**src/rtl/tiny_acc_pkg.sv**
```systemverilog
package tiny_acc_pkg;
  typedef enum logic [1:0] {
    OP_NOR = 2'b00,
    OP_ADD = 2'b01,
    OP_STA = 2'b10,
    OP_JCC = 2'b11
  } op_e;

  typedef enum logic [1:0] {
    ST_FETCH = 2'b00,
    ST_DEC   = 2'b01,
    ST_EXE   = 2'b10
  } st_e;
endpackage

```
**src/rtl/tiny_acc_alu.sv**
```systemverilog
module tiny_acc_alu #(
  parameter int DATA_W = 8
) (
  input  logic [DATA_W-1:0] acc_i,
  input  logic [DATA_W-1:0] opnd_i,
  input  logic              add_i,
  input  logic              carry_i,
  output logic [DATA_W-1:0] res_o,
  output logic              carry_o
);
  logic [DATA_W:0] sum;

  always_comb begin
    sum = {1'b0, acc_i} + {1'b0, opnd_i};
    if (add_i) begin
      res_o   = sum[DATA_W-1:0];
      carry_o = sum[DATA_W];
    end else begin
      res_o   = ~(acc_i | opnd_i);
      carry_o = carry_i;
    end
  end
endmodule

```
**src/rtl/tiny_acc_ctrl.sv**
```systemverilog
module tiny_acc_ctrl
  import tiny_acc_pkg::*;
#(
  parameter int DATA_W = 8,
  parameter int ADDR_W = 6
) (
  input  logic              clk_i,
  input  logic              rst_ni,
  input  logic [DATA_W-1:0] rdata_i,
  input  logic              carry_i,
  output logic [ADDR_W-1:0] addr_o,
  output logic              we_o,
  output logic              acc_ld_o,
  output logic              carry_clr_o,
  output logic              add_o,
  output logic [ADDR_W-1:0] pc_o,
  output logic [1:0]        state_o
);
  localparam int OP_W = 2;

  st_e               st_q, st_d;
  logic [ADDR_W-1:0] pc_q, pc_d;
  logic              add_q, add_d;
  logic [ADDR_W-1:0] jmp_a;
  op_e               op;
  logic [ADDR_W-1:0] tgt;

  assign op  = op_e'(rdata_i[DATA_W-1 -: OP_W]);
  assign tgt = rdata_i[ADDR_W-1:0];

  always_comb begin
    st_d        = st_q;
    pc_d        = pc_q;
    add_d       = add_q;
    addr_o      = pc_q;
    we_o        = 1'b0;
    acc_ld_o    = 1'b0;
    carry_clr_o = 1'b0;
    jmp_a       = pc_q;
    unique case (st_q)
      ST_FETCH: begin
        pc_d = pc_q + 1'b1;
        st_d = ST_DEC;
      end
      ST_DEC: begin
        unique case (op)
          OP_NOR, OP_ADD: begin
            addr_o = tgt;
            add_d  = (op == OP_ADD);
            st_d   = ST_EXE;
          end
          OP_STA: begin
            addr_o = tgt;
            we_o   = 1'b1;
            st_d   = ST_FETCH;
          end
          default: begin
            // branch overlaps the next fetch
            if (!carry_i) jmp_a = tgt;
            else          carry_clr_o = 1'b1;
            addr_o = jmp_a;
            pc_d   = jmp_a + 1'b1;
          end
        endcase
      end
      ST_EXE: begin
        acc_ld_o = 1'b1;
        pc_d     = pc_q + 1'b1;
        st_d     = ST_DEC;
      end
      default: st_d = ST_FETCH;
    endcase
  end

  always_ff @(posedge clk_i or negedge rst_ni) begin
    if (!rst_ni) begin
      st_q  <= ST_FETCH;
      pc_q  <= '0;
      add_q <= 1'b0;
    end else begin
      st_q  <= st_d;
      pc_q  <= pc_d;
      add_q <= add_d;
    end
  end

  assign add_o   = add_q;
  assign pc_o    = pc_q;
  assign state_o = st_q;
endmodule

```
**src/rtl/tiny_acc_core.sv**
```systemverilog
module tiny_acc_core #(
  parameter int DATA_W = 8,
  parameter int ADDR_W = 6
) (
  input  logic              clk_i,
  input  logic              rst_ni,
  output logic [ADDR_W-1:0] mem_addr_o,
  output logic [DATA_W-1:0] mem_wdata_o,
  output logic              mem_we_o,
  input  logic [DATA_W-1:0] mem_rdata_i
);
  logic [DATA_W-1:0] acc_q, alu_res;
  logic              carry_q, alu_c;
  logic              acc_ld, carry_clr, add_sel;
  logic [ADDR_W-1:0] pc_w;
  logic [1:0]        state_w;

  tiny_acc_ctrl #(.DATA_W(DATA_W), .ADDR_W(ADDR_W)) u_ctrl (
    .clk_i      (clk_i),
    .rst_ni     (rst_ni),
    .rdata_i    (mem_rdata_i),
    .carry_i    (carry_q),
    .addr_o     (mem_addr_o),
    .we_o       (mem_we_o),
    .acc_ld_o   (acc_ld),
    .carry_clr_o(carry_clr),
    .add_o      (add_sel),
    .pc_o       (pc_w),
    .state_o    (state_w)
  );

  tiny_acc_alu #(.DATA_W(DATA_W)) u_alu (
    .acc_i  (acc_q),
    .opnd_i (mem_rdata_i),
    .add_i  (add_sel),
    .carry_i(carry_q),
    .res_o  (alu_res),
    .carry_o(alu_c)
  );

  always_ff @(posedge clk_i or negedge rst_ni) begin
    if (!rst_ni) begin
      acc_q   <= '0;
      carry_q <= 1'b0;
    end else begin
      if (acc_ld) begin
        acc_q   <= alu_res;
        carry_q <= alu_c;
      end else if (carry_clr) begin
        carry_q <= 1'b0;
      end
    end
  end

  assign mem_wdata_o = acc_q;
endmodule

```
**config.mk**
```make
export PLATFORM = sky130hd
export DESIGN_NAME = tiny_acc_core
export DESIGN_NICKNAME = d
export VERILOG_FILES = /design/src/rtl/tiny_acc_pkg.sv /design/src/rtl/tiny_acc_alu.sv /design/src/rtl/tiny_acc_ctrl.sv /design/src/rtl/tiny_acc_core.sv
export SDC_FILE = /design/constraint.sdc
export NUM_CORES = 1
export LEC_CHECK = 0
export ABC_AREA = 1
export BUFFER_PORTS_ARGS = -buffer_cell sky130_fd_sc_hd__buf_2
export CAP_MARGIN = 20
export CORE_AREA = 3 3 52 78
export CTS_CLUSTER_SIZE = 30
export DETAILED_ROUTE_END_ITERATION = 6
export DIE_AREA = 0 0 55 81
export PLACE_DENSITY = 0.74
export SYNTH_ARGS = -nofsm -noshare
export SYNTH_HDL_FRONTEND = slang
export SYNTH_HIERARCHICAL = 1
export SYNTH_SLANG_ARGS = --single-unit
```
**constraint.sdc**
```tcl
create_clock -name clk_i -period 1.65 [get_ports clk_i]
set_input_delay 0.165 -clock clk_i [delete_from_list [all_inputs] [get_ports clk_i]]
set_output_delay 0.165 -clock clk_i [all_outputs]
set_load 0.01 [all_outputs]
```
==> flow_summary.json, run 1 <==
{
  "core-area_sq_um": 3450,
  "timing_worst_setup_path_type": "flop to flop",
  "insertion_delay_ns": 0.26,
  "skew_ns": 0.00160,
  "area_growth_syn_to_layout_pct": 28.2,
  "die_height_microns": 81,
  "first_global_vias": 1696,
  "timing.critical_path.to_type": "flop",
  "tritoncts": "yes",
  "numPortBuffers": 24,
  "cts-htree-levels": 1,
  "cts.root.buffer_cell": "clkbuf_8",
  "drc": 0,
  "holdCritPathClass": "primary input to flop",
  "timing.final.ws_setup_ns": -0.0682,
  "initial_utilization": 0.514,
  "design.die.area_sq_um": 4460,
  "slew-limit-headroom": 0.702,
  "cellPowerDensity_nw_per_um2": 1940,
  "clockBufferDepth": 2,
  "timing.final.crit_period_ns": 1.72,
  "track_usage": 0.214,
  "path_clk_slew_ns": 0.07,
  "ir_drop_uv": 1180,
  "final_nets": 342,
  "maxCapViolCount": 0,
  "placed_cells": 342,
  "fin_tns_setup_ns": -0.0750,
  "drt-vias-per-instance": 5.08,
  "gp_routability_congestion": 0.839,
  "worst_setup_path_start_kind": "flop",
  "timing_worst_slew_pin_value_ns": 0.446,
  "postLayoutCoreUtil": 0.659,
  "numCtsBuffers": 3,
  "final_cells": 355,
  "critPathMaxFanout": 2,
  "syn_avg_cell_area_sq_um": 6.56,
  "violations": "negative setup slack",
  "finalWirelength_microns": 4660,
  "drt_iter0_drc": 68,
  "die-width_microns": 55,
  "min_hold_slack_ns": 0.149,
  "status": "finished, violations left",
  "period_share": 1.04,
  "grt_setup_unrepaired": "yes",
  "clock_sink_count": 18,
  "wire_per_inst_microns": 13.1,
  "fraction_of_layout_cells_with_a_size_suffix_above_1": 0.329,
  "ios": 25,
  "ys_ff_latch": 18,
  "drv_slew": 0,
  "grt_first_pass_wirelength_microns": 7170,
  "grt_overflow": 0,
  "postSynthNetCount": 298,
  "number_of_antenna_violations_at_the_first_check_in_global_routing": 0,
  "finalSetupViolations": 2,
  "dp_worst_setup_slack_ns": -0.0628,
  "grt_start_max_net_pins": 19,
  "timing.critical_path.arrival_ns": 1.91,
  "postRouteAntennaNets": 0,
  "synthesis_warnings": 6,
  "routed-via-count": 1803,
  "floorplan.rows": 26,
  "synth.cell_area_sq_um": 1770,
  "post_synth_num_cell_types": 31,
  "netlist_instances": 270,
  "detailedPlacementHpwl_microns": 3190,
  "final_hold_violations": 0,
  "drtPass1Iterations": 4,
  "antennaDiodeCount": 0,
  "fmaxAchievable_mhz": 582,
  "leakagePower_uw": 0.00121,
  "cp_data_required_time_ns": 1.84,
  "ys_seq_area_frac": 0.254
}
critical path, stage by stage, from the launching register on:
cell and delay, ns:
dfrtp_1 0.36, ha_2 0.19, inv_2 0.04, fa_2 0.32, inv_2 0.07, nand2_2 0.06, nand2_2 0.06, nand3_2 0.08
nand2_2 0.09, nand2_1 0.07, a21oi_2 0.13, nand2_1 0.08, nand2_1 0.10
state kept, by name, indices dropped and copies added (netlist names):
name            count
u_ctrl/add_o        1
carry_q             1
u_ctrl/pc_o         6
u_ctrl/state_o      2
mem_wdata_o         8
synth_stat cells, drive strengths merged:
library cell / n / area (sq um)
and2: 1 / 8.76
nand2: 92 / 363
dfrtp: 18 / 450
a31oi: 1 / 6.26
nand4: 1 / 6.26
clkbuf: 1 / 13.8
nand3b: 2 / 15.0
a21oi: 4 / 20.0
o21bai: 1 / 7.51
a211oi: 1 / 7.51
buf: 6 / 53.8
mux2: 1 / 11.3
nor3: 1 / 10.0
inv: 49 / 184
ha: 17 / 213
o22ai: 4 / 25.0
nor2: 19 / 73.8
o211ai: 2 / 15.0
nand3: 21 / 115
o21ai: 25 / 140
or2: 2 / 12.5
fa: 1 / 20.0
power by group:
part | switching, uW | internal [uW] | total, uW
Sequential | 218 | 658 | 876
Clock | 164 | 212 | 376
Combinational | 1820 | 1340 | 3160
Total | 2200 | 2210 | 4410
cell families (layout without fill, tap and decap cells):
| family | count (synthesis) | count (layout) | synth area share |
|---|---|---|---|
| and+or+nand+nor | 139 | 139 | 0.341 |
| buffers and inverters | 56 | 99 | 0.142 |
| DFF | 18 | 18 | 0.254 |
| muxes | 1 | 1 | 0.00636 |
| adders and majority gates | 18 | 18 | 0.131 |
| AOI/OAI and AO/OA | 38 | 38 | 0.125 |
per-stage QoR:
stage          cell area [sq um]  power, uW
3_5_place_dp                1980       3450
4_1_cts                     2090       3930
6_report                    2270       4410
3_3_place_gp                1980       3410
2_1_floorplan               1780       2780
5_1_grt                     2270       4870
cells in the final DEF, fill, tap and decap left out, types with 3 or more instances in the layout:
master,count
inv_1,41
buf_4,20
nand2_1,77
nor2_2,3
clkbuf_8,4
nor2_1,14
nand3_1,16
nand3_2,5
inv_2,6
ha_4,5
ha_1,11
o21ai_0,10
o21ai_1,11
buf_2,24
nand2_2,15
o21ai_2,3
dfrtp_1,17
layer usage:
| layer | track usage | part of all wire | wire, microns |
|---|---|---|---|
| met4 | 0.0560 | 0.013 | 61 |
| met3 | 0.0165 | 0.022 | 103 |
| met5 | 0 | 0 | 0 |
| met2 | 0.414 | 0.57 | 2680 |
| met1 | 0.238 | 0.39 | 1810 |
worst paths after layout:
kind	cells past startpoint	slack (ns)	start	to
hold / removal	2	0.15	mem_rdata_i[7]	u_ctrl/state_o[1]$_DFFE_PN0P_
min in group asynchronous	2	0.38	rst_ni	u_ctrl/pc_o[0]$_DFFE_PN0P_
setup / recovery	12	-0.07	mem_wdata_o[0]$_DFFE_PN0P_	carry_q$_DFFE_PN0P_
hold reg to reg	2	0.53	u_ctrl/pc_o[5]$_DFFE_PN0P_	u_ctrl/pc_o[5]$_DFFE_PN0P_
max in group asynchronous	2	0.94	rst_ni	carry_q$_DFFE_PN0P_
setup reg to reg	12	-0.07	mem_wdata_o[0]$_DFFE_PN0P_	carry_q$_DFFE_PN0P_
cell type report:
| class | count | area [sq um] |
|---|---|---|
| Clock buffer | 4 | 55.1 |
| Fill cell | 338 | 1180 |
| Inverter | 49 | 191 |
| Multi-Input combinational cell | 196 | 1230 |
| Sequential cell | 18 | 452 |
| Tap cell | 42 | 52.6 |
| Timing Repair Buffer | 46 | 292 |
repair_timing:
item	CTS	global route
pin swaps	5	15
buffers inserted	2	5
hold endpoints to repair	18	0
resized for setup	8	38
setup endpoints to repair	6	16
cloned	0	1
hold buffers	1	0
No activity file was read; power rests on OpenSTA's default activity.
==> inputs of run 2 (changes only) <==
--- a/constraint.sdc
+++ b/constraint.sdc
@@ -3,2 +3,2 @@
 set_output_delay 0.165 -clock clk_i [all_outputs]
-set_load 0.01 [all_outputs]
+set_load 0.005 [all_outputs]
==> run 2 against run 1 <==
Critical path type unchanged; maximum frequency grew 4.6%; flip-flop and latch count is the same; the flow now finishes without violations; total power shrank 2.9%; global-route usage shrank 0.79 points.
==> flow_summary.json, run 2 (synthesis results as in run 1) <==
{
  "ios": 25,
  "numCtsBuffers": 3,
  "tritoncts": "yes",
  "fillCellCount": 337,
  "place_area_sq_um": 1990,
  "final_cells": 358,
  "slew-limit-headroom": 0.707,
  "timing.critical_path.arrival_ns": 1.78,
  "layout.cells.most_common_list": "78 x nand2_1, 41 x inv_1, 25 x buf_2",
  "drv_slew": 0,
  "design.die.area_sq_um": 4460,
  "maxCapViolCount": 0,
  "period_share": 0.995,
  "timing.reg2reg.worst_path_depth": 13,
  "fin_total_pwr_uw": 4280,
  "grt_setup_unrepaired": "yes",
  "worst_setup_path_start_kind": "flop",
  "path_buf_inv": 2,
  "regToRegSetupSlack_ns": 0.008,
  "slowest_stage": "dfrtp_1",
  "die_height_microns": 81,
  "wire_per_inst_microns": 11.9,
  "insertion_delay_ns": 0.26,
  "timing_worst_slew_pin_value_ns": 0.439,
  "floorplan.rows": 26,
  "min_delay_worst_endpoint": "u_ctrl/state_o[1]$_DFFE_PN0P_",
  "final_nets": 345,
  "drt_iter0_drc": 55,
  "reg2reg_to": "mem_wdata_o[6]$_DFFE_PN0P_",
  "finalWirelength_microns": 4280,
  "area_growth_syn_to_layout_pct": 28.0,
  "timing_worst_setup_path_type": "flop to flop",
  "cellPowerDensity_nw_per_um2": 1890,
  "area_of_combinational_cells_with_multiple_inputs_sq_um": 1210,
  "final_hold_violations": 0,
  "die-width_microns": 55,
  "finalSetupViolations": 0,
  "critical_path.max_stage_delay_ns": 0.35,
  "gp_routability_congestion": 0.834,
  "ir_drop_uv": 1200,
  "path_clk_slew_ns": 0.07,
  "placed_cells": 344,
  "path_cells": "ha_2 > inv_2 > fa_2 > inv_2 > nand2_2 > nand2_2 > nand3_2 > nand2_2 > nand2_1 > nand3_1 > nand2_1 > nand2_1 > o21ai_1",
  "fraction_of_layout_cells_with_a_size_suffix_above_1": 0.313,
  "core-area_sq_um": 3450,
  "numPortBuffers": 24,
  "cp_data_required_time_ns": 1.79,
  "leakagePower_uw": 0.00122,
  "stdcell_area_sq_um": 2270,
  "detailedPlacementHpwl_microns": 3170,
  "timing.critical_path.depth": 13,
  "final_common_cell": "nand2_1",
  "number_of_antenna_violations_at_the_first_check_in_global_routing": 0,
  "beginning_of_the_worst_register_to_register_path": "mem_wdata_o[0]$_DFFE_PN0P_",
  "grt_overflow": 0,
  "initial_utilization": 0.514,
  "clock_sink_count": 18,
  "holdCritPathClass": "primary input to flop",
  "grt_first_pass_wirelength_microns": 6920,
  "drtPass1Iterations": 4,
  "hold_path_startpoint": "mem_rdata_i[7]",
  "cp_top_family": "adder cells",
  "skew_ns": 0.00608,
  "track_usage": 0.207,
  "status": "completed",
  "postRouteAntennaNets": 0,
  "min_hold_slack_ns": 0.143,
  "cts-htree-levels": 1,
  "antennaDiodeCount": 0,
  "holdPathStages": 2,
  "layout.area.seq_sq_um": 452,
  "timing.final.crit_period_ns": 1.64,
  "grt_start_max_net_pins": 19,
  "drt-vias-per-instance": 5.01,
  "routed-via-count": 1795,
  "clockBufferDepth": 2,
  "first_global_vias": 1725,
  "fin_tns_setup_ns": 0,
  "cts.root.buffer_cell": "clkbuf_8",
  "critPathMaxFanout": 2,
  "number_of_flip_flops_under_the_largest_register_name": 8,
  "fmaxAchievable_mhz": 609,
  "timing.critical_path.to_type": "flop",
  "drc": 0
}
-- run 2: per-stage QoR --
stage,worst slack (ns),utilization
floorplan,0.00309,-
global placement,-0.0415,0.577
detailed placement,-0.0765,0.577
CTS,-0.00880,0.606
global route,-0.107,0.658
finish,0.00804,0.658
-- run 2: report_power, final --
part / internal [uW] / switching (uW) / total (uW)
Sequential: 659 / 172 / 830
Clock: 212 / 163 / 376
Combinational: 1360 / 1720 / 3080
Total: 2230 / 2050 / 4280
-- run 2: worst reg2reg max path, cell delays in order, from the launching register on --
cell,delay (ns)
dfrtp_1,0.35
ha_2,0.19
inv_2,0.04
fa_2,0.33
inv_2,0.07
nand2_2,0.05
nand2_2,0.07
nand3_2,0.08
nand2_2,0.08
nand2_1,0.05
nand3_1,0.06
nand2_1,0.05
nand2_1,0.06
o21ai_1,0.05
-- run 2: how the worst max path moves through the flow --
stage,from,end,slack (ns)
finish,mem_wdata_o[0]$_DFFE_PN0P_,mem_wdata_o[6]$_DFFE_PN0P_,0.008
global route,mem_wdata_o[0]$_DFFE_PN0P_,mem_wdata_o[6]$_DFFE_PN0P_,-0.11
CTS,mem_wdata_o[0]$_DFFE_PN0P_,mem_wdata_o[6]$_DFFE_PN0P_,-0.009
detailed placement,mem_wdata_o[0]$_DFFE_PN0P_,mem_wdata_o[6]$_DFFE_PN0P_,-0.08
global placement,mem_wdata_o[0]$_DFFE_PN0P_,mem_wdata_o[6]$_DFFE_PN0P_,-0.04
floorplan,mem_wdata_o[0]$_DFFE_PN0P_,mem_wdata_o[6]$_DFFE_PN0P_,0.003
-- run 2: cell type report --
class | instances | area share
timing repair buffer | 49 | 0.139
sequential | 18 | 0.199
inverter | 49 | 0.0822
tap | 42 | 0.0232
multi-input combinational | 196 | 0.532
clock buffer | 4 | 0.0243
-- run 2: per-layer routing --
layer  track usage  vias up  wire [microns]
li1              -      934               -
met1         0.227      838            1790
met5             0        -               0
met2         0.393       21            2370
met3        0.0330        2              97
met4        0.0462        0              20
-- run 2: repair_timing --
item / CTS / global route
endpoints found under the hold margin: 18 / 0
setup endpoints to repair: 4 / 16
hold buffers: 1 / 0
pin swaps: 4 / 11
buffers inserted: 2 / 6
gates cloned: 0 / 1
gates resized for setup: 11 / 26
==> inputs of run 3 (changes only) <==
Settings changed: REMOVE_ABC_BUFFERS set to 1.
==> run 3 against run 2 <==
The run now ends with negative setup slack left; via count down 0.50%; largest power group unchanged; die area stayed put; critical path depth down 1; design area decreased by 3.2%; non-clock buffer count shrank 4; global-route usage up 1.7 points; wire length up 3.5%; worst hold slack improved by 0.0036 ns.
==> flow_summary.json, run 3 (synthesis results as in run 1) <==
{
  "status": "finished, violations left",
  "violations": "negative setup slack",
  "cts-htree-levels": 1,
  "final_nets": 341,
  "antennaDiodeCount": 0,
  "core-area_sq_um": 3450,
  "grt_first_pass_wirelength_microns": 7520,
  "timing.critical_path.to_type": "flop",
  "cellPowerDensity_nw_per_um2": 1880,
  "wire_per_inst_microns": 12.5,
  "dp_worst_setup_slack_ns": -0.0804,
  "cp_data_required_time_ns": 1.79,
  "final_common_cell": "nand2_1",
  "design.die.area_sq_um": 4460,
  "ir_drop_uv": 969,
  "slew-limit-headroom": 0.699,
  "final_hold_violations": 0,
  "area_growth_syn_to_layout_pct": 23.9,
  "cts.root.buffer_cell": "clkbuf_8",
  "first_global_vias": 1808,
  "detailedPlacementHpwl_microns": 3390,
  "timing.critical_path.depth": 12,
  "timing_worst_slew_pin_value_ns": 0.452,
  "drt_iter0_drc": 51,
  "track_usage": 0.224,
  "holdCritPathClass": "primary input to flop",
  "path_cells": "ha_2 > inv_2 > fa_2 > inv_2 > nand2_2 > nand2_2 > and2_4 > nand2_2 > nand2_1 > o21ai_1 > nand2_1 > o21ai_2",
  "fraction_of_layout_cells_with_a_size_suffix_above_1": 0.282,
  "globalRoute.busiestLayer": "met2",
  "routed-via-count": 1786,
  "drtPass1Iterations": 5,
  "grt_setup_unrepaired": "yes",
  "min_hold_slack_ns": 0.147,
  "fmaxAchievable_mhz": 590,
  "stdcell_area_sq_um": 2200,
  "grt_overflow": 0,
  "critical_path.max_stage_delay_ns": 0.36,
  "layout.cells.most_common_list": "81 x nand2_1, 42 x inv_1, 24 x buf_2",
  "worst_setup_path_start_kind": "flop",
  "numCtsBuffers": 3,
  "period_share": 1.03,
  "finalWirelength_microns": 4430,
  "gp_routability_congestion": 0.834,
  "insertion_delay_ns": 0.25,
  "maxCapViolCount": 0,
  "skew_ns": 0.00285,
  "clockBufferDepth": 2,
  "postLayoutCoreUtil": 0.637,
  "drt-vias-per-instance": 5.05,
  "postRouteAntennaNets": 0,
  "drv_slew": 0,
  "global_route.usage.met2": 0.435,
  "timing.final.ws_setup_ns": -0.0435,
  "timing.critical_path.arrival_ns": 1.84,
  "tritoncts": "yes",
  "critPathMaxFanout": 2,
  "ios": 25,
  "timing.reg2reg.worst_path_depth": 12,
  "numPortBuffers": 24,
  "number_of_flip_flops_under_the_largest_register_name": 8,
  "place_area_sq_um": 2000,
  "die-width_microns": 55,
  "slowest_stage": "dfrtp_1",
  "finalSetupViolations": 3,
  "cp_top_family": "adder cells",
  "path_clk_slew_ns": 0.07,
  "clock_sink_count": 18,
  "fillCellCount": 338,
  "drc": 0,
  "fin_total_pwr_uw": 4120,
  "number_of_antenna_violations_at_the_first_check_in_global_routing": 0,
  "grtUsageMet3": 0.0312,
  "floorplan.rows": 26,
  "timing_worst_setup_path_type": "flop to flop",
  "grt_start_max_net_pins": 19,
  "globalRouteMet1Util": 0.241,
  "path_buf_inv": 2,
  "critical-path-top-cell-by-count": "nand2_2",
  "initial_utilization": 0.514,
  "die_height_microns": 81,
  "leakagePower_uw": 0.00119,
  "holdPathStages": 2,
  "timing.final.crit_period_ns": 1.69
}
==> run 3: changes by cell type in the layout (fill, tap and decap cells not counted), sizes merged <==
cell / before / now
buf: 48 / 44
==> run 3: metrics by stage <==
| step | TNS, ns | std cells |
|---|---|---|
| floorplan | -0.326 | 263 |
| global placement | -0.0162 | 345 |
| detailed placement | -0.157 | 345 |
| CTS | -0.00342 | 351 |
| global route | -0.531 | 354 |
| finish | -0.0796 | 354 |
==> run 3: cell type report <==
cell class | count | area, sq um | share of cell area
well taps | 42 | 52.6 | 0.0239
multi-input cells | 196 | 1170 | 0.533
repair buffers | 45 | 284 | 0.129
flip-flops and latches | 18 | 450 | 0.205
clock buffers | 4 | 55.1 | 0.0251
inverters | 49 | 184 | 0.0838
==> run 3: report_power, final <==
part | switching [uW] | internal (uW) | leakage, uW
Sequential | 139 | 657 | 0.000222
Combinational | 1690 | 1270 | 0.000940
Clock | 156 | 212 | 0.0000288
Total | 1980 | 2140 | 0.00119
==> run 3: final timing paths <==
check | start | end | slack [ns]
hold reg to reg | u_ctrl/state_o[1]$_DFFE_PN0P_ | u_ctrl/state_o[1]$_DFFE_PN0P_ | 0.48
min in group asynchronous | rst_ni | mem_wdata_o[7]$_DFFE_PN0P_ | 0.38
hold / removal | mem_rdata_i[7] | u_ctrl/state_o[1]$_DFFE_PN0P_ | 0.15
max in group asynchronous | rst_ni | mem_wdata_o[3]$_DFFE_PN0P_ | 0.95
setup reg to reg | mem_wdata_o[0]$_DFFE_PN0P_ | mem_wdata_o[4]$_DFFE_PN0P_ | -0.04
setup / recovery | mem_wdata_o[0]$_DFFE_PN0P_ | mem_wdata_o[4]$_DFFE_PN0P_ | -0.04
==> run 3: repair_timing <==
action,in CTS,in global routing
hold endpoints to repair,18,0
endpoints found under the setup margin,4,9
gates resized for setup,7,16
pin swaps,1,3
buffers inserted,1,3
hold buffers,1,0
==> run 3: metal layers <==
metal,vias up,part of all wire
li1,927,-
met4,0,0
met3,0,0.025
met5,-,0
met1,835,0.40
met2,24,0.57
